<file path="src/rtl/pdpwm_pkg.sv">
package pdpwm_pkg;

  // Direction of the shared base triangle
  typedef enum logic {
    SLOPE_UP   = 1'b0,
    SLOPE_DOWN = 1'b1
  } slope_e;

  // Signed width needed to hold both the centred reference and every carrier
  function automatic int cmp_width(input int ref_w, input int car_w);
    return ((ref_w > car_w) ? ref_w : car_w) + 2;
  endfunction

endpackage

</file>
<file path="src/rtl/pdpwm_ramp.sv">
module pdpwm_ramp
  import pdpwm_pkg::*;
#(
  parameter int PEAK = 16,
  parameter int TW   = $clog2(PEAK + 1)
) (
  input  logic          clk,
  input  logic          rst,
  output logic [TW-1:0] ramp_o,
  output logic          valley_o
);

  logic [TW-1:0] ramp_q;
  slope_e        slope_q;

  always_ff @(posedge clk) begin
    if (rst) begin
      ramp_q  <= '0;
      slope_q <= SLOPE_UP;
    end else begin
      case (slope_q)
        SLOPE_UP: begin
          ramp_q <= ramp_q + TW'(1);
          if (ramp_q == TW'(PEAK - 1)) slope_q <= SLOPE_DOWN;
        end
        default: begin
          ramp_q <= ramp_q - TW'(1);
          if (ramp_q == TW'(1)) slope_q <= SLOPE_UP;
        end
      endcase
    end
  end

  assign ramp_o   = ramp_q;
  assign valley_o = (ramp_q == '0);


  ramp_range_chk: assert property (@(posedge clk) disable iff (rst)
    int'(ramp_q) <= PEAK);


  ramp_step_chk: assert property (@(posedge clk) disable iff (rst)
    1'b1 |=> ((int'(ramp_q) == int'($past(ramp_q)) + 1) ||
              (int'(ramp_q) == int'($past(ramp_q)) - 1)));


  ramp_peak_turn_chk: assert property (@(posedge clk) disable iff (rst)
    (int'(ramp_q) == PEAK) |=> (int'(ramp_q) == PEAK - 1));


  ramp_valley_turn_chk: assert property (@(posedge clk) disable iff (rst)
    (ramp_q == '0) |=> (ramp_q == TW'(1)));

endmodule

</file>
<file path="src/rtl/pdpwm_ref_hold.sv">
module pdpwm_ref_hold #(
  parameter int RW  = 8,
  parameter int SW  = 10,
  parameter int MID = 32
) (
  input  logic                 clk,
  input  logic                 rst,
  input  logic                 valley_i,
  input  logic signed [RW-1:0] ref_i,
  output logic signed [SW-1:0] ref_c_o
);

  logic signed [RW-1:0] hold_q;

  always_ff @(posedge clk) begin
    if (rst)           hold_q <= '0;
    else if (valley_i) hold_q <= ref_i;
  end

  // Shift the signed reference so that zero lands in the middle of the stack
  assign ref_c_o = SW'(hold_q) + SW'(MID);


  ref_capture_chk: assert property (@(posedge clk) disable iff (rst)
    valley_i |=> (hold_q == $past(ref_i)));


  ref_hold_chk: assert property (@(posedge clk) disable iff (rst)
    !valley_i |=> $stable(hold_q));

endmodule

</file>
<file path="src/rtl/pdpwm_cmp_bank.sv">
module pdpwm_cmp_bank #(
  parameter int NCAR = 4,
  parameter int PEAK = 16,
  parameter int TW   = 5,
  parameter int SW   = 10
) (
  input  logic [TW-1:0]        ramp_i,
  input  logic signed [SW-1:0] ref_c_i,
  output logic [NCAR-1:0]      therm_o
);

  for (genvar k = 0; k < NCAR; k++) begin : g_band
    logic signed [SW-1:0] carrier;
    // Same triangle, lifted by k band heights
    assign carrier    = $signed(SW'(ramp_i)) + $signed(SW'(k * PEAK));
    // Strictly greater: a tie leaves the device off
    assign therm_o[k] = (ref_c_i > carrier);
  end

endmodule

</file>
<file path="src/rtl/pdpwm_lvl_enc.sv">
module pdpwm_lvl_enc #(
  parameter int NCAR = 4,
  parameter int LW   = 3
) (
  input  logic [NCAR-1:0] therm_i,
  output logic [LW-1:0]   level_o
);

  always_comb begin
    level_o = '0;
    for (int k = 0; k < NCAR; k++) begin
      level_o = level_o + LW'(therm_i[k]);
    end
  end

endmodule

</file>
<file path="src/rtl/pdpwm_top.sv">
module pdpwm_top
  import pdpwm_pkg::*;
#(
  parameter int LEVELS = 5,
  parameter int PEAK   = 16,
  parameter int RW     = 8
) (
  input  logic                         clk,
  input  logic                         rst,
  input  logic signed [RW-1:0]         ref_i,
  output logic [$clog2(PEAK+1)-1:0]    ramp_o,
  output logic [LEVELS-2:0]            gate_o,
  output logic [$clog2(LEVELS)-1:0]    level_o
);

  localparam int NCAR = LEVELS - 1;
  localparam int TW   = $clog2(PEAK + 1);
  localparam int LW   = $clog2(LEVELS);
  localparam int TOP  = NCAR * PEAK;
  localparam int MID  = TOP / 2;
  localparam int CARW = $clog2(TOP + 1);
  localparam int SW   = cmp_width(RW, CARW);

  logic                 valley;
  logic [TW-1:0]        ramp;
  logic signed [SW-1:0] ref_c;
  logic [NCAR-1:0]      therm;
  logic [LW-1:0]        level_n;
  logic [NCAR-1:0]      gate_q;
  logic [LW-1:0]        level_q;

  pdpwm_ramp #(.PEAK(PEAK), .TW(TW)) u_ramp (
    .clk      (clk),
    .rst      (rst),
    .ramp_o   (ramp),
    .valley_o (valley)
  );

  pdpwm_ref_hold #(.RW(RW), .SW(SW), .MID(MID)) u_ref (
    .clk      (clk),
    .rst      (rst),
    .valley_i (valley),
    .ref_i    (ref_i),
    .ref_c_o  (ref_c)
  );

  pdpwm_cmp_bank #(.NCAR(NCAR), .PEAK(PEAK), .TW(TW), .SW(SW)) u_cmp (
    .ramp_i  (ramp),
    .ref_c_i (ref_c),
    .therm_o (therm)
  );

  pdpwm_lvl_enc #(.NCAR(NCAR), .LW(LW)) u_enc (
    .therm_i (therm),
    .level_o (level_n)
  );

  always_ff @(posedge clk) begin
    if (rst) begin
      gate_q  <= '0;
      level_q <= '0;
    end else begin
      gate_q  <= therm;
      level_q <= level_n;
    end
  end

  assign ramp_o  = ramp;
  assign gate_o  = gate_q;
  assign level_o = level_q;


  therm_mono_chk: assert property (@(posedge clk) disable iff (rst)
    ((gate_q >> 1) & ~gate_q) == '0);


  level_count_chk: assert property (@(posedge clk) disable iff (rst)
    int'(level_q) == $countones(gate_q));


  reset_clear_chk: assert property (@(posedge clk)
    rst |=> (gate_q == '0 && level_q == '0 && ramp == '0));


  level_range_chk: assert property (@(posedge clk) disable iff (rst)
    int'(level_q) <= NCAR);

endmodule

</file>
<file path="config.mk">
export PLATFORM = sky130hd
export DESIGN_NAME = pdpwm_top
export DESIGN_NICKNAME = d
export VERILOG_FILES = /design/src/rtl/pdpwm_pkg.sv /design/src/rtl/pdpwm_ramp.sv /design/src/rtl/pdpwm_ref_hold.sv /design/src/rtl/pdpwm_cmp_bank.sv /design/src/rtl/pdpwm_lvl_enc.sv /design/src/rtl/pdpwm_top.sv
export SDC_FILE = /design/constraint.sdc
export NUM_CORES = 1
export LEC_CHECK = 0
export ABC_AREA = 1
export BUFFER_PORTS_ARGS = -buffer_cell sky130_fd_sc_hd__buf_2
export CORE_AREA = 4 4 67 69
export DETAILED_ROUTE_END_ITERATION = 12
export DIE_AREA = 0 0 71 73
export GPL_ROUTABILITY_DRIVEN = 0
export PLACE_DENSITY_LB_ADDON = 0.15
export SLEW_MARGIN = 20
export SYNTH_ARGS = -nofsm -noshare
export SYNTH_HDL_FRONTEND = slang
export SYNTH_SLANG_ARGS = --single-unit
</file>
<file path="constraint.sdc">
create_clock -name clk -period 3.6 [get_ports clk]
set_clock_uncertainty 0.15 [all_clocks]
set_input_delay 0.18 -clock clk [delete_from_list [all_inputs] [get_ports clk]]
set_output_delay 0.18 -clock clk [all_outputs]
set_load 0.02 [all_outputs]
</file>
==> results of run 1 <==
[metal layers]
layer | vias to the layer above | wire length (µm) | track usage (%)
li1 | 589 | - | -
met1 | 466 | 1210 | 12.8
met2 | 21 | 1220 | 18.4
met3 | 5 | 108 | 2.34
met4 | 0 | 49 | 4.38
met5 | - | 0 | 0
[worst register-to-register path, stage by stage, from the launching register on]
cell and delay (ns):
dfxtp_1 0.40, inv_1 0.17, ha_1 0.43, inv_1 0.11, a21oi_1 0.13, nand2_1 0.10
nand2_1 0.07, nand2_1 0.04, nand2_1 0.08, inv_1 0.05, ha_1 0.27, inv_1 0.04
fa_1 0.35, inv_1 0.06, ha_1 0.21, inv_1 0.05, nor2_1 0.03
[flip-flops by register name, indices dropped and copies added (netlist names)]
signal          flops
level_o             3
u_ramp.ramp_o       5
gate_o              4
u_ramp.slope_q      1
u_ref.hold_q        8
[final cells by class]
type                            instances  area (µm²)
Inverter                               35         131
Sequential cell                        21         420
Tap cell                               50        62.6
Multi-Input combinational cell        116         732
Clock buffer                            3        41.3
Fill cell                             436        2410
Timing Repair Buffer                   21         105
Clock inverter                          1        7.51
[metrics by stage]
step / hold WS, ns / power [W] / utilization (%)
floorplan: 0.187 / 0.000500 / -
global placement: 0.290 / 0.000557 / 37.1
detailed placement: 0.297 / 0.000564 / 37.1
CTS: 0.0240 / 0.000729 / 38.3
global route: 0.0406 / 0.000778 / 38.3
finish: 0.0253 / 0.000718 / 38.3
[logic make-up after synthesis]
logic type                 after synthesis  share of synthesized area, %
and+or+nand+nor                         62                          21.8
buffers and inverters                   39                          12.0
AOI/OAI and AO/OA                       34                          14.7
DFF                                     21                          32.1
adders and majority gates               19                          18.7
xor gates and xnor gates                 1                         0.669
[synthesized netlist by cell type]
library cell,count
nand2_1,34
inv_1,32
dfxtp_1,21
ha_1,18
a21oi_1,16
nor2_1,14
o21ai_0,11
a21oi_2,3
buf_2,3
inv_2,3
nand2_2,3
nand3_1,2
nor2_2,2
nor3_1,2
a31oi_1,1
buf_6,1
fa_1,1
nand3b_1,1
nand4_4,1
nor2_4,1
nor3b_1,1
o21ai_1,1
o21ai_2,1
o221a_2,1
or2_1,1
xnor2_1,1
[power by group through the flow]
stage	combinational, W	sequential, W	clock [W]
final	0.000270	0.000284	0.000164
after floorplan	0.000182	0.000318	0
after global placement	0.000267	0.000289	0
after CTS	0.000276	0.000284	0.000169
after global routing	0.000307	0.000289	0.000182
after detailed placement	0.000275	0.000290	0
[how the worst max path moves through the flow]
stage | start | end | slack, ns | cells past startpoint
after floorplan | u_ramp.ramp_o[4]$_SDFF_PP0_ | level_o[1]$_SDFF_PP0_ | 0.79 | 17
after global placement | u_ramp.ramp_o[4]$_SDFF_PP0_ | level_o[1]$_SDFF_PP0_ | 0.85 | 17
after detailed placement | u_ramp.ramp_o[4]$_SDFF_PP0_ | level_o[1]$_SDFF_PP0_ | 0.76 | 17
after CTS | u_ramp.ramp_o[4]$_SDFF_PP0_ | level_o[1]$_SDFF_PP0_ | 0.73 | 16
after global routing | u_ramp.ramp_o[4]$_SDFF_PP0_ | level_o[1]$_SDFF_PP0_ | 0.51 | 16
final | u_ramp.ramp_o[4]$_SDFF_PP0_ | level_o[1]$_SDFF_PP0_ | 0.75 | 16
==> metrics.csv, run 1 <==
stage,metric,value,unit
placement,Post-Place Cells,243,
grt,first-pass GRT wire length,4.44,mm
critical_path,flop2flop setup slack,0.75,ns
floorplanning,initial cell density of the core,33.5,%
critical_path,R2R Path Start,u_ramp.ramp_o[4]$_SDFF_PP0_,
logic_synthesis,synthesized area,1310,µm²
logic_synthesis,top cell type's share of synthesized area,32.1,%
hold_path,Hold Path Cell Cnt,3,
power,maximum VDD drop,0.147,mV
critical_path,crit path DAT,2.87,ns
hold_path,Hold Startpoint,ref_i[0],
critical_path,most frequent CP cell,inv_1,
job,max-cap violations,0,
cells_and_area,nets@finish,227,
routing,routed vias,1081,
routing,Post-Route WL,2.59,mm
timing,worst slew pin tran,0.349,ns
grt,largest net degree at the start of global routing,18,
critical_path,Worst R2R End,level_o[1]$_SDFF_PP0_,
logic_synthesis,Syn Area/Cell,7.44,µm²
routing,drt wl/cell,10.5,µm
logic_synthesis,Mapped Cells,176,
placement,dpl hpwl,2.10,mm
cells_and_area,P&R area growth vs syn,14.5,%
power,switch share,37.8,%
floorplanning,I/O Pins,22,
critical_path,CP Cell Sequence,"inv_1, ha_1, inv_1, a21oi_1, nand2_1, nand2_1, nand2_1, nand2_1, inv_1, ha_1, inv_1, fa_1, inv_1, ha_1, inv_1, nor2_1",
timing,Max Clock Freq,351,MHz
clocking,postcts setup bufs,0,
cells_and_area,share of cells above drive strength 1,20.3,%
critical_path,CP peak stage delay,0.43,ns
critical_path,Setup crit start kind,flop,
cells_and_area,Finished Cell Area,1500,µm²
critical_path,Critical Path Fanout Max,7,
clocking,CTS buffer count,3,
clocking,# H-tree levels,1,
cells_and_area,most frequent cells in the layout,"34 x nand2_1, 32 x inv_1, 21 x dfxtp_1, 21 x buf_2, 18 x ha_1",
timing,Final Hold Fails,0,
power,share of power burned in the clock network,22.9,%
power,Net Sw Power,0.000272,W
placement,# port buffers,21,
timing,final setup margin,0.748,ns
routing,routed vias/inst,4.38,
placement,DP Area,1450,µm²
logic_synthesis,sequential-to-total area share from yosys stat,32.1,%
logic_synthesis,post-synthesis register bit count,21,
timing,worst relative slew slack,76.7,%
clocking,clk slew on worst S/H paths,0.09,ns
clocking,cts repair resizes,0,
grt,vias in the first global route,1010,
hold_path,Hold Crit Class,input pin to flop,
clocking,CTS sink cnt,21,
cells_and_area,# diodes,0,
logic_synthesis,Area contributors post-synth,"dfxtp_1 32%, ha_1 17%, nand2_1 9.7%, inv_1 9.2%, a21oi_1 6.1%",
grt,initial antenna violation count,0,
timing,fin. max-slew vios,0,
power,Seq pwr share,39.5,%
timing,setup TNS,0,ns
timing,RSZ-0062 raised after global routing,no,
critical_path,critical path's slowest cell,ha_1,
floorplanning,Die Wd,71,µm
critical_path,CP Capture Type,flop,
timing,final setup fails,0,
clocking,worst-case clock buffer depth,2,
power,internal power,0.000446,W
logic_synthesis,post-synth cell types,26,
critical_path,Buf/Inv on CP,6,
floorplanning,core region area,3910,µm²
clocking,CTS tree,yes,
outcome,status,"finished, final reports clean",
floorplanning,DIE AREA,5180,µm²
grt,All-Layer GR Usage,10.7,%
logic_synthesis,Synthesized Nets,205,
floorplanning,Cell Rows,23,
logic_synthesis,yosys warns,0,
clocking,worst-skew pair later-pin latency,0.27,ns
clocking,clk root buf,clkbuf_8,
timing,fin crit share,79.2,%
hold_path,end of the worst hold path,u_ref.hold_q[0]$_SDFFE_PP0N_,
power,Pwr Density,479,nW/µm²
critical_path,"delay-heaviest family, CP",adder cells,
cells_and_area,fin cells,247,
critical_path,number of cells on the worst reg-to-reg path,16,
critical_path,WP data required,3.62,ns
floorplanning,chip height,73,µm
routing,starting DRC count in detailed routing,27,
routing,"antenna viol nets, final",0,
routing,drt pass-1 iters,4,
grt,GRT Residual Overflow,0,
cells_and_area,"commonest non-fill, non-tap cell in the layout",nand2_1,
clocking,hold_buf cts,0,
power,Logic pwr share,37.6,%
critical_path,crit path kind,flop to flop,
logic_synthesis,Yosys top cell by area,dfxtp_1,
routing,Post-route DRC,0,
placement,dpl ws,0.760,ns
power,leak pwr,0.774,nW
timing,Tmin final,2.85,ns
(Power assumes the default switching activity.)
==> inputs of run 2 (changes only) <==
--- a/config.mk
+++ b/config.mk
@@ -5,11 +5,11 @@
 export SDC_FILE = /design/constraint.sdc
 export NUM_CORES = 1
 export LEC_CHECK = 0
-export ABC_AREA = 1
+export ABC_AREA = 0
 export BUFFER_PORTS_ARGS = -buffer_cell sky130_fd_sc_hd__buf_2
-export CORE_AREA = 4 4 67 69
+export CORE_AREA = 4 4 65 67
 export DETAILED_ROUTE_END_ITERATION = 12
-export DIE_AREA = 0 0 71 73
+export DIE_AREA = 0 0 69 71
 export GPL_ROUTABILITY_DRIVEN = 0
 export PLACE_DENSITY_LB_ADDON = 0.15
 export SLEW_MARGIN = 20
==> constraint.sdc (replaced) <==
create_clock -name clk -period 2.4 [get_ports clk]
set_clock_uncertainty 0.15 [all_clocks]
set_input_delay 0.12 -clock clk [delete_from_list [all_inputs] [get_ports clk]]
set_output_delay 0.12 -clock clk [all_outputs]
set_load 0.02 [all_outputs]
==> run 2 against run 1 <==
Effect of this change:
- the flow now finishes with violations (setup timing)
- sequential power rose by 46%
- first-iteration DRC count fell by 15%
- count of clock-buffer cells in the layout rose by 1
- critical path type unchanged
- largest cell class unchanged
==> metrics.csv, run 2 <==
stage,metric,value,unit,change
floorplanning,Cell Rows,22,,-4.3%
floorplanning,I/O Pins,22,,unchanged
timing,final setup fails,3,,+3
routing,DR WL met3,101,µm,-6.5%
placement,dpl hpwl,2.26,mm,+7.6%
grt,GRT Residual Overflow,0,,unchanged
logic_synthesis,Post-synth EDFFs,0,,unchanged
placement,# port buffers,21,,unchanged
floorplanning,initial cell density of the core,33.8,%,+0.34 points
hold_path,Hold Startpoint,rst,,
routing,met2 routed WL,1.30,mm,+6.6%
timing,Final Hold Fails,0,,unchanged
logic_synthesis,Yosys top cell by area,dfxtp_1,,
routing,"antenna viol nets, final",0,,unchanged
routing,drt wl/cell,11.4,µm,+8.8%
timing,fin crit share,122,%,+42 points
critical_path,flop2flop setup slack,-0.52,ns,-1.27 ns
hold_path,Hold Crit Class,input pin to flop,,
grt,vias in the first global route,1200,,+19%
cells_and_area,Fillers,366,,-16%
critical_path,crit path kind,flop to flop,,
job,max-cap violations,0,,unchanged
grt,largest net degree at the start of global routing,20,,+2
logic_synthesis,post-synth cell types,33,,+27%
logic_synthesis,ys async rst share,0,%,unchanged
cells_and_area,"commonest non-fill, non-tap cell in the layout",buf_4,,
timing,fin. max-slew vios,0,,unchanged
critical_path,Critical Path Fanout Max,2,,-5
logic_synthesis,sequential-to-total area share from yosys stat,34.2,%,+2.1 points
timing,Max Clock Freq,343,MHz,-2.3%
timing,worst relative slew slack,62.7,%,-14 points
power,Pwr Density,634,nW/µm²,+32%
clocking,worst-skew pair later-pin latency,0.25,ns,-0.02 ns
cells_and_area,Multi-input gate area,815,µm²,+11%
floorplanning,Die Wd,69,µm,-2.8%
logic_synthesis,most common flop cell mapped by yosys,dfxtp_1,,
logic_synthesis,yosys warns,0,,unchanged
critical_path,WP data required,2.39,ns,-1.23 ns
cells_and_area,Largest register FFs,8,,unchanged
logic_synthesis,synthesized area,1230,µm²,-6.2%
critical_path,Worst R2R End,level_o[1]$_SDFF_PP0_,,
logic_synthesis,Area contributors post-synth,"dfxtp_1 34%, ha_1 18%, nand2_1 6.7%, a21oi_1 6.1%, nor2_1 3.4%",,
cells_and_area,nets@finish,231,,+1.8%
clocking,clk slew on worst S/H paths,0.07,ns,-0.02 ns
grt,first-pass GRT wire length,5.21,mm,+17%
timing,Tmin final,2.92,ns,+0.0666 ns
routing,routed vias,1159,,+7.2%
logic_synthesis,Mapped Cells,143,,-19%
critical_path,Setup crit start kind,flop,,
routing,starting DRC count in detailed routing,23,,-15%
floorplanning,core region area,3630,µm²,-7.2%
clocking,worst-case clock buffer depth,2,,unchanged
clocking,CTS sink cnt,21,,unchanged
routing,Post-route DRC,0,,unchanged
logic_synthesis,post-synthesis register bit count,21,,unchanged
cells_and_area,register area,429,µm²,+2.1%
clocking,# H-tree levels,1,,unchanged
routing,drt pass-1 iters,6,,+2
floorplanning,chip height,71,µm,-2.7%
timing,final worst hold slack,0.0959,ns,+0.0706 ns
critical_path,CP Capture Type,flop,,
routing,met1 wire length,1.42,mm,+17%
critical_path,R2R Path Start,u_ramp.ramp_o[1]$_SDFF_PP0_,,
logic_synthesis,Synthesized Nets,172,,-16%
cells_and_area,share of cells above drive strength 1,35.3,%,+15 points
cells_and_area,P&R area growth vs syn,45.2,%,
placement,dpl ws,-0.590,ns,-1.35 ns
cells_and_area,most frequent cells in the layout,"28 x buf_4, 22 x nand2_1, 21 x buf_2",,
power,leak pwr,0.851,nW,+10%
logic_synthesis,Synth top cells by count,"22 x nand2_1, 21 x dfxtp_1, 18 x ha_1, 15 x a21oi_1, 11 x nor2_1",,
clocking,CTS tree,yes,,
hold_path,Hold Path Cell Cnt,2,,-1
cells_and_area,# diodes,0,,unchanged
grt,initial antenna violation count,0,,unchanged
outcome,failing checks,setup timing,,
timing,RSZ-0062 raised after global routing,yes,,
routing,highest routed layer,met4,,
logic_synthesis,Syn Area/Cell,8.59,µm²,+15%
clocking,clk root buf,clkbuf_8,,
power,maximum VDD drop,0.381,mV,+160%
hold_path,end of the worst hold path,u_ramp.ramp_o[0]$_SDFF_PP0_,,
grt,All-Layer GR Usage,12.7,%,+2.0 points
critical_path,number of cells on the worst reg-to-reg path,13,,-3
routing,Post-Route WL,2.84,mm,+9.7%
logic_synthesis,top cell type's share of synthesized area,34.2,%,+2.1 points
outcome,status,"finished, violations left",,
cells_and_area,"Most flops, register",u_ref.hold_q,,
floorplanning,DIE AREA,4900,µm²,-5.5%
timing,worst slew pin tran,0.557,ns,+0.209 ns
routing,routed vias/inst,4.65,,+6.4%
clocking,CTS buffer count,3,,unchanged
timing,final setup margin,-0.518,ns,-1.27 ns
logic_synthesis,most numerous cell in the Yosys netlist,nand2_1,,
critical_path,crit path DAT,2.91,ns,+0.04 ns
-- run 2: cell types whose count changed after synthesis, moves of 3 or more --
cell,previous run,this run
xnor2_1,1,4
inv_2,3,0
o21ai_0,11,3
nand2_2,3,0
nand2b_1,0,3
nand2_1,34,22
buf_2,3,0
inv_1,32,10
clkbuf_1,0,3
nor2_1,14,11
nor2b_1,0,6
-- run 2: layer usage --
layer	vias to the layer above	global-route usage (%)
li1	603	-
met1	540	16.7
met2	14	21.1
met3	2	2.13
met4	0	4.34
met5	-	0
-- run 2: through the flow --
step                power (W)  instances  TNS, ns  area, µm²  util [%]
floorplan            0.000691        143    -1.39       1260         -
global placement     0.000852        235    -1.36       1610      44.2
detailed placement   0.000857        235    -1.44       1610      44.2
CTS                   0.00113        248    -1.34       1760      48.6
global route          0.00123        249    -1.49       1780      49.1
finish                0.00113        249    -1.28       1780      49.1
-- run 2: kinds of logic (layout without fill, tap and decap cells) --
group	count (synthesis)	after routing	synth area share (%)
AO/OA/AOI/OAI	29	29	15.0
XOR/XNOR	4	4	2.85
adder cells (fa/ha/maj)	19	19	20.0
buffers and inverters	13	71	3.97
flip-flops	21	21	34.2
multiplexers	1	1	0.815
AND/OR/NAND/NOR	56	56	23.2
-- run 2: critical path: stages, from the launching register on --
cell and delay [ns]:
dfxtp_4 0.36, inv_4 0.04, ha_4 0.20, nor2b_4 0.12, o211a_1 0.22, or4b_4 0.50, a21oi_4 0.16, a21oi_2 0.04
ha_1 0.27, inv_1 0.05, fa_2 0.33, inv_2 0.07, ha_4 0.18, nor2b_4 0.11
-- run 2: layout make-up --
| cell class | count | area share (%) |
|---|---|---|
| Timing Repair Buffer | 57 | 22.2 |
| Tap cell | 48 | 3.37 |
| Inverter | 10 | 2.24 |
| Clock buffer | 4 | 2.52 |
| Sequential cell | 21 | 24.1 |
| Multi-Input combinational cell | 109 | 45.7 |
-- run 2: worst max path at each step --
| stage | startpoint | to | slack, ns | cells after the start |
|---|---|---|---|---|
| floorplan | u_ramp.ramp_o[1]$_SDFF_PP0_ | level_o[1]$_SDFF_PP0_ | -0.57 | 13 |
| global placement | u_ramp.ramp_o[1]$_SDFF_PP0_ | level_o[1]$_SDFF_PP0_ | -0.56 | 13 |
| global route | u_ramp.ramp_o[1]$_SDFF_PP0_ | level_o[1]$_SDFF_PP0_ | -0.58 | 13 |
| finish | u_ramp.ramp_o[1]$_SDFF_PP0_ | level_o[1]$_SDFF_PP0_ | -0.52 | 13 |
| CTS | u_ramp.ramp_o[1]$_SDFF_PP0_ | level_o[1]$_SDFF_PP0_ | -0.54 | 13 |
| detailed placement | u_ref.hold_q[1]$_SDFFE_PP0N_ | level_o[1]$_SDFF_PP0_ | -0.59 | 12 |
-- run 2: timing repair --
item,in CTS,in global routing
setup endpoints to repair,3,4
buffers inserted,1,1
pin swaps,3,1
hold buffers,8,0
gates resized for setup,5,2
hold endpoints to repair,8,0
-- run 2: where the power goes --
part,internal [W],switching [W],total [W]
clock,0.000118,0.000110,0.000228
sequential,0.000396,0.0000177,0.000414
combinational,0.000246,0.000243,0.000490
==> inputs of run 3 (changes only) <==
--- a/config.mk
+++ b/config.mk
@@ -12,6 +12,7 @@
 export DIE_AREA = 0 0 69 71
 export GPL_ROUTABILITY_DRIVEN = 0
 export PLACE_DENSITY_LB_ADDON = 0.15
+export REMOVE_ABC_BUFFERS = 1
 export SLEW_MARGIN = 20
 export SYNTH_ARGS = -nofsm -noshare
 export SYNTH_HDL_FRONTEND = slang
==> run 3 against run 2 <==
Effect of this change:
- the flow still finishes with violations (setup timing)
- sequential power hardly changed
- final area grew 7.6%
- setup slack got worse by 0.065 ns
- via count up 2.0%
- largest cell class unchanged
==> metrics.csv, run 3 (synthesis gave the netlist of run 2 again) <==
stage,metric,value,unit,change
outcome,status,"finished, violations left",,
outcome,failing checks,setup timing,,
routing,"antenna viol nets, final",0,,unchanged
grt,first-pass GRT wire length,5.02,mm,-3.6%
critical_path,Setup crit start kind,flop,,
timing,RSZ-0062 raised after global routing,yes,,
floorplanning,initial cell density of the core,33.8,%,unchanged
clocking,clk slew on worst S/H paths,0.08,ns,about the same
floorplanning,Die Wd,69,µm,unchanged
routing,drt pass-1 iters,4,,-2
timing,fin. max-slew vios,0,,unchanged
clocking,worst-skew pair later-pin latency,0.26,ns,about the same
clocking,CTS sink cnt,21,,unchanged
power,internal power,0.000802,W,+5.5%
clocking,CTS tree,yes,,
clocking,# H-tree levels,1,,unchanged
floorplanning,DIE AREA,4900,µm²,unchanged
power,switch share,33.2,%,+0.38 points
floorplanning,I/O Pins,22,,unchanged
cells_and_area,"Most flops, register",u_ref.hold_q,,
routing,Post-Route WL,3.02,mm,+6.1%
cells_and_area,share of cells above drive strength 1,38.7,%,+3.4 points
critical_path,CP Cell Sequence,"inv_2, ha_4, nor2b_4, o211a_1, or4b_4, a21oi_4, a21oi_2, ha_1, inv_2, fa_2, inv_2, ha_4, nor2b_1",,
critical_path,CP peak stage delay,0.50,ns,about the same
power,Logic pwr share,46.1,%,+2.8 points
cells_and_area,P&R area growth vs syn,56.3,%,
grt,GRT Residual Overflow,0,,unchanged
critical_path,crit path kind,flop to flop,,
timing,Final Hold Fails,0,,unchanged
power,leak pwr,0.909,nW,+6.8%
routing,Post-route DRC,0,,unchanged
critical_path,critical path's slowest cell,or4b_4,,
hold_path,Hold Crit Class,input pin to flop,,
cells_and_area,nets@finish,242,,+4.8%
floorplanning,chip height,71,µm,unchanged
clocking,clk root buf,clkbuf_8,,
critical_path,crit path DAT,2.97,ns,+0.06 ns
timing,fin crit share,124,%,+2.7 points
grt,initial antenna violation count,0,,unchanged
power,share of power burned in the clock network,19.4,%,-0.7 points
timing,worst slew pin tran,0.508,ns,-0.0496 ns
power,Net Sw Power,0.000398,W,+7.3%
power,Seq pwr share,34.4,%,-2.2 points
grt,vias in the first global route,1116,,-7.0%
routing,routed vias/inst,4.55,,-2.3%
cells_and_area,Largest register FFs,8,,unchanged
critical_path,most frequent CP cell,inv_2,,
grt,All-Layer GR Usage,12.5,%,-0.24 points
clocking,worst-case clock buffer depth,2,,unchanged
floorplanning,Cell Rows,22,,unchanged
cells_and_area,most frequent cells in the layout,"29 x buf_4, 22 x nand2_1, 21 x buf_2",,
timing,Max Clock Freq,335,MHz,-2.2%
job,max-cap violations,0,,unchanged
cells_and_area,"commonest non-fill, non-tap cell in the layout",buf_4,,
timing,final setup fails,4,,+1
placement,dpl hpwl,2.19,mm,-3.0%
routing,starting DRC count in detailed routing,20,,-13%
cells_and_area,fin cells,260,,+4.4%
timing,setup TNS,-1.91,ns,-0.633 ns
timing,final setup margin,-0.583,ns,-0.0648 ns
critical_path,Critical Path Fanout Max,2,,unchanged
timing,Tmin final,2.98,ns,+0.0648 ns
clocking,CTS buffer count,3,,unchanged
floorplanning,core region area,3630,µm²,unchanged
routing,routed vias,1182,,+2.0%
routing,drt wl/cell,11.6,µm,+1.6%
placement,# port buffers,21,,unchanged
timing,worst relative slew slack,66.0,%,+3.3 points
power,Pwr Density,625,nW/µm²,-1.5%
critical_path,CP Capture Type,flop,,
critical_path,WP data required,2.39,ns,about the same
placement,Post-Place Cells,236,,+0.43%
power,maximum VDD drop,0.255,mV,-33%
grt,largest net degree at the start of global routing,20,,unchanged
cells_and_area,# diodes,0,,unchanged
==> run 3: cell count changes in the layout (fill, tap and decap cells not counted), moves of 2 or more <==
cell and delta:
inv_2 +2, buf_6 +10, dfxtp_2 -2, ha_1 -2
dfxtp_1 +3
==> run 3: path summary, 6_finish.rpt <==
kind | cells past startpoint | start | slack [ns] | end
max reg2reg | 13 | u_ramp.ramp_o[1]$_SDFF_PP0_ | -0.58 | level_o[1]$_SDFF_PP0_
min | 2 | rst | 0.08 | u_ramp.ramp_o[0]$_SDFF_PP0_
max | 13 | u_ramp.ramp_o[1]$_SDFF_PP0_ | -0.58 | level_o[1]$_SDFF_PP0_
min reg2reg | 2 | u_ref.hold_q[0]$_SDFFE_PP0N_ | 0.31 | u_ref.hold_q[0]$_SDFFE_PP0N_
==> run 3: timing repair <==
item / in CTS / in global routing
cloned: 0 / 0
pin swaps: 7 / 7
endpoints found under the setup margin: 3 / 5
buffers inserted: 12 / 1
hold buffers: 8 / 0
resized for setup: 8 / 19
endpoints found under the hold margin: 8 / 0
==> run 3: cell type report <==
| class | count | area (µm²) |
|---|---|---|
| repair buffers | 68 | 515 |
| inverters | 10 | 37.5 |
| fillers | 368 | 1710 |
| multi-input cells | 109 | 840 |
| clock buffers | 4 | 45.0 |
| well taps | 48 | 60.1 |
| flip-flops and latches | 21 | 423 |
==> run 3: critical path: cells and delay by family (launching register included) <==
family | cells | cell delay (ns)
adder cells (fa/ha/maj) | 4 | 1.02
AO/OA/AOI/OAI | 3 | 0.47
buffers and inverters | 3 | 0.16
flip-flops | 1 | 0.33
AND/OR/NAND/NOR | 3 | 0.73
==> run 3: layer usage <==
metal,global-route usage [%],wire length (µm),vias to the layer above
met4,3.47,10,0
li1,-,-,627
met3,2.70,69,2
met5,0,0,-
met1,17.3,1610,539
met2,19.5,1330,14
==> run 3: metrics by stage <==
stage               util (%)  hold WS, ns  area [µm²]  setup WS (ns)  power, W
CTS                     50.4       0.0827        1830         -0.629   0.00116
finish                  52.9       0.0819        1920         -0.583   0.00120
global placement        43.6        0.210        1590         -0.644  0.000835
detailed placement      43.6        0.217        1590         -0.678  0.000840
global route            52.9       0.0994        1920         -0.680   0.00129
floorplan                  -       0.0367        1220         -0.794  0.000678
==> run 3: power groups by stage <==
stage / combinational (W) / sequential (W) / clock [W]
detailed placement: 0.000421 / 0.000419 / 0
floorplan: 0.000212 / 0.000466 / 0
CTS: 0.000503 / 0.000413 / 0.000241
finish: 0.000554 / 0.000413 / 0.000233
global route: 0.000616 / 0.000418 / 0.000256
global placement: 0.000418 / 0.000417 / 0
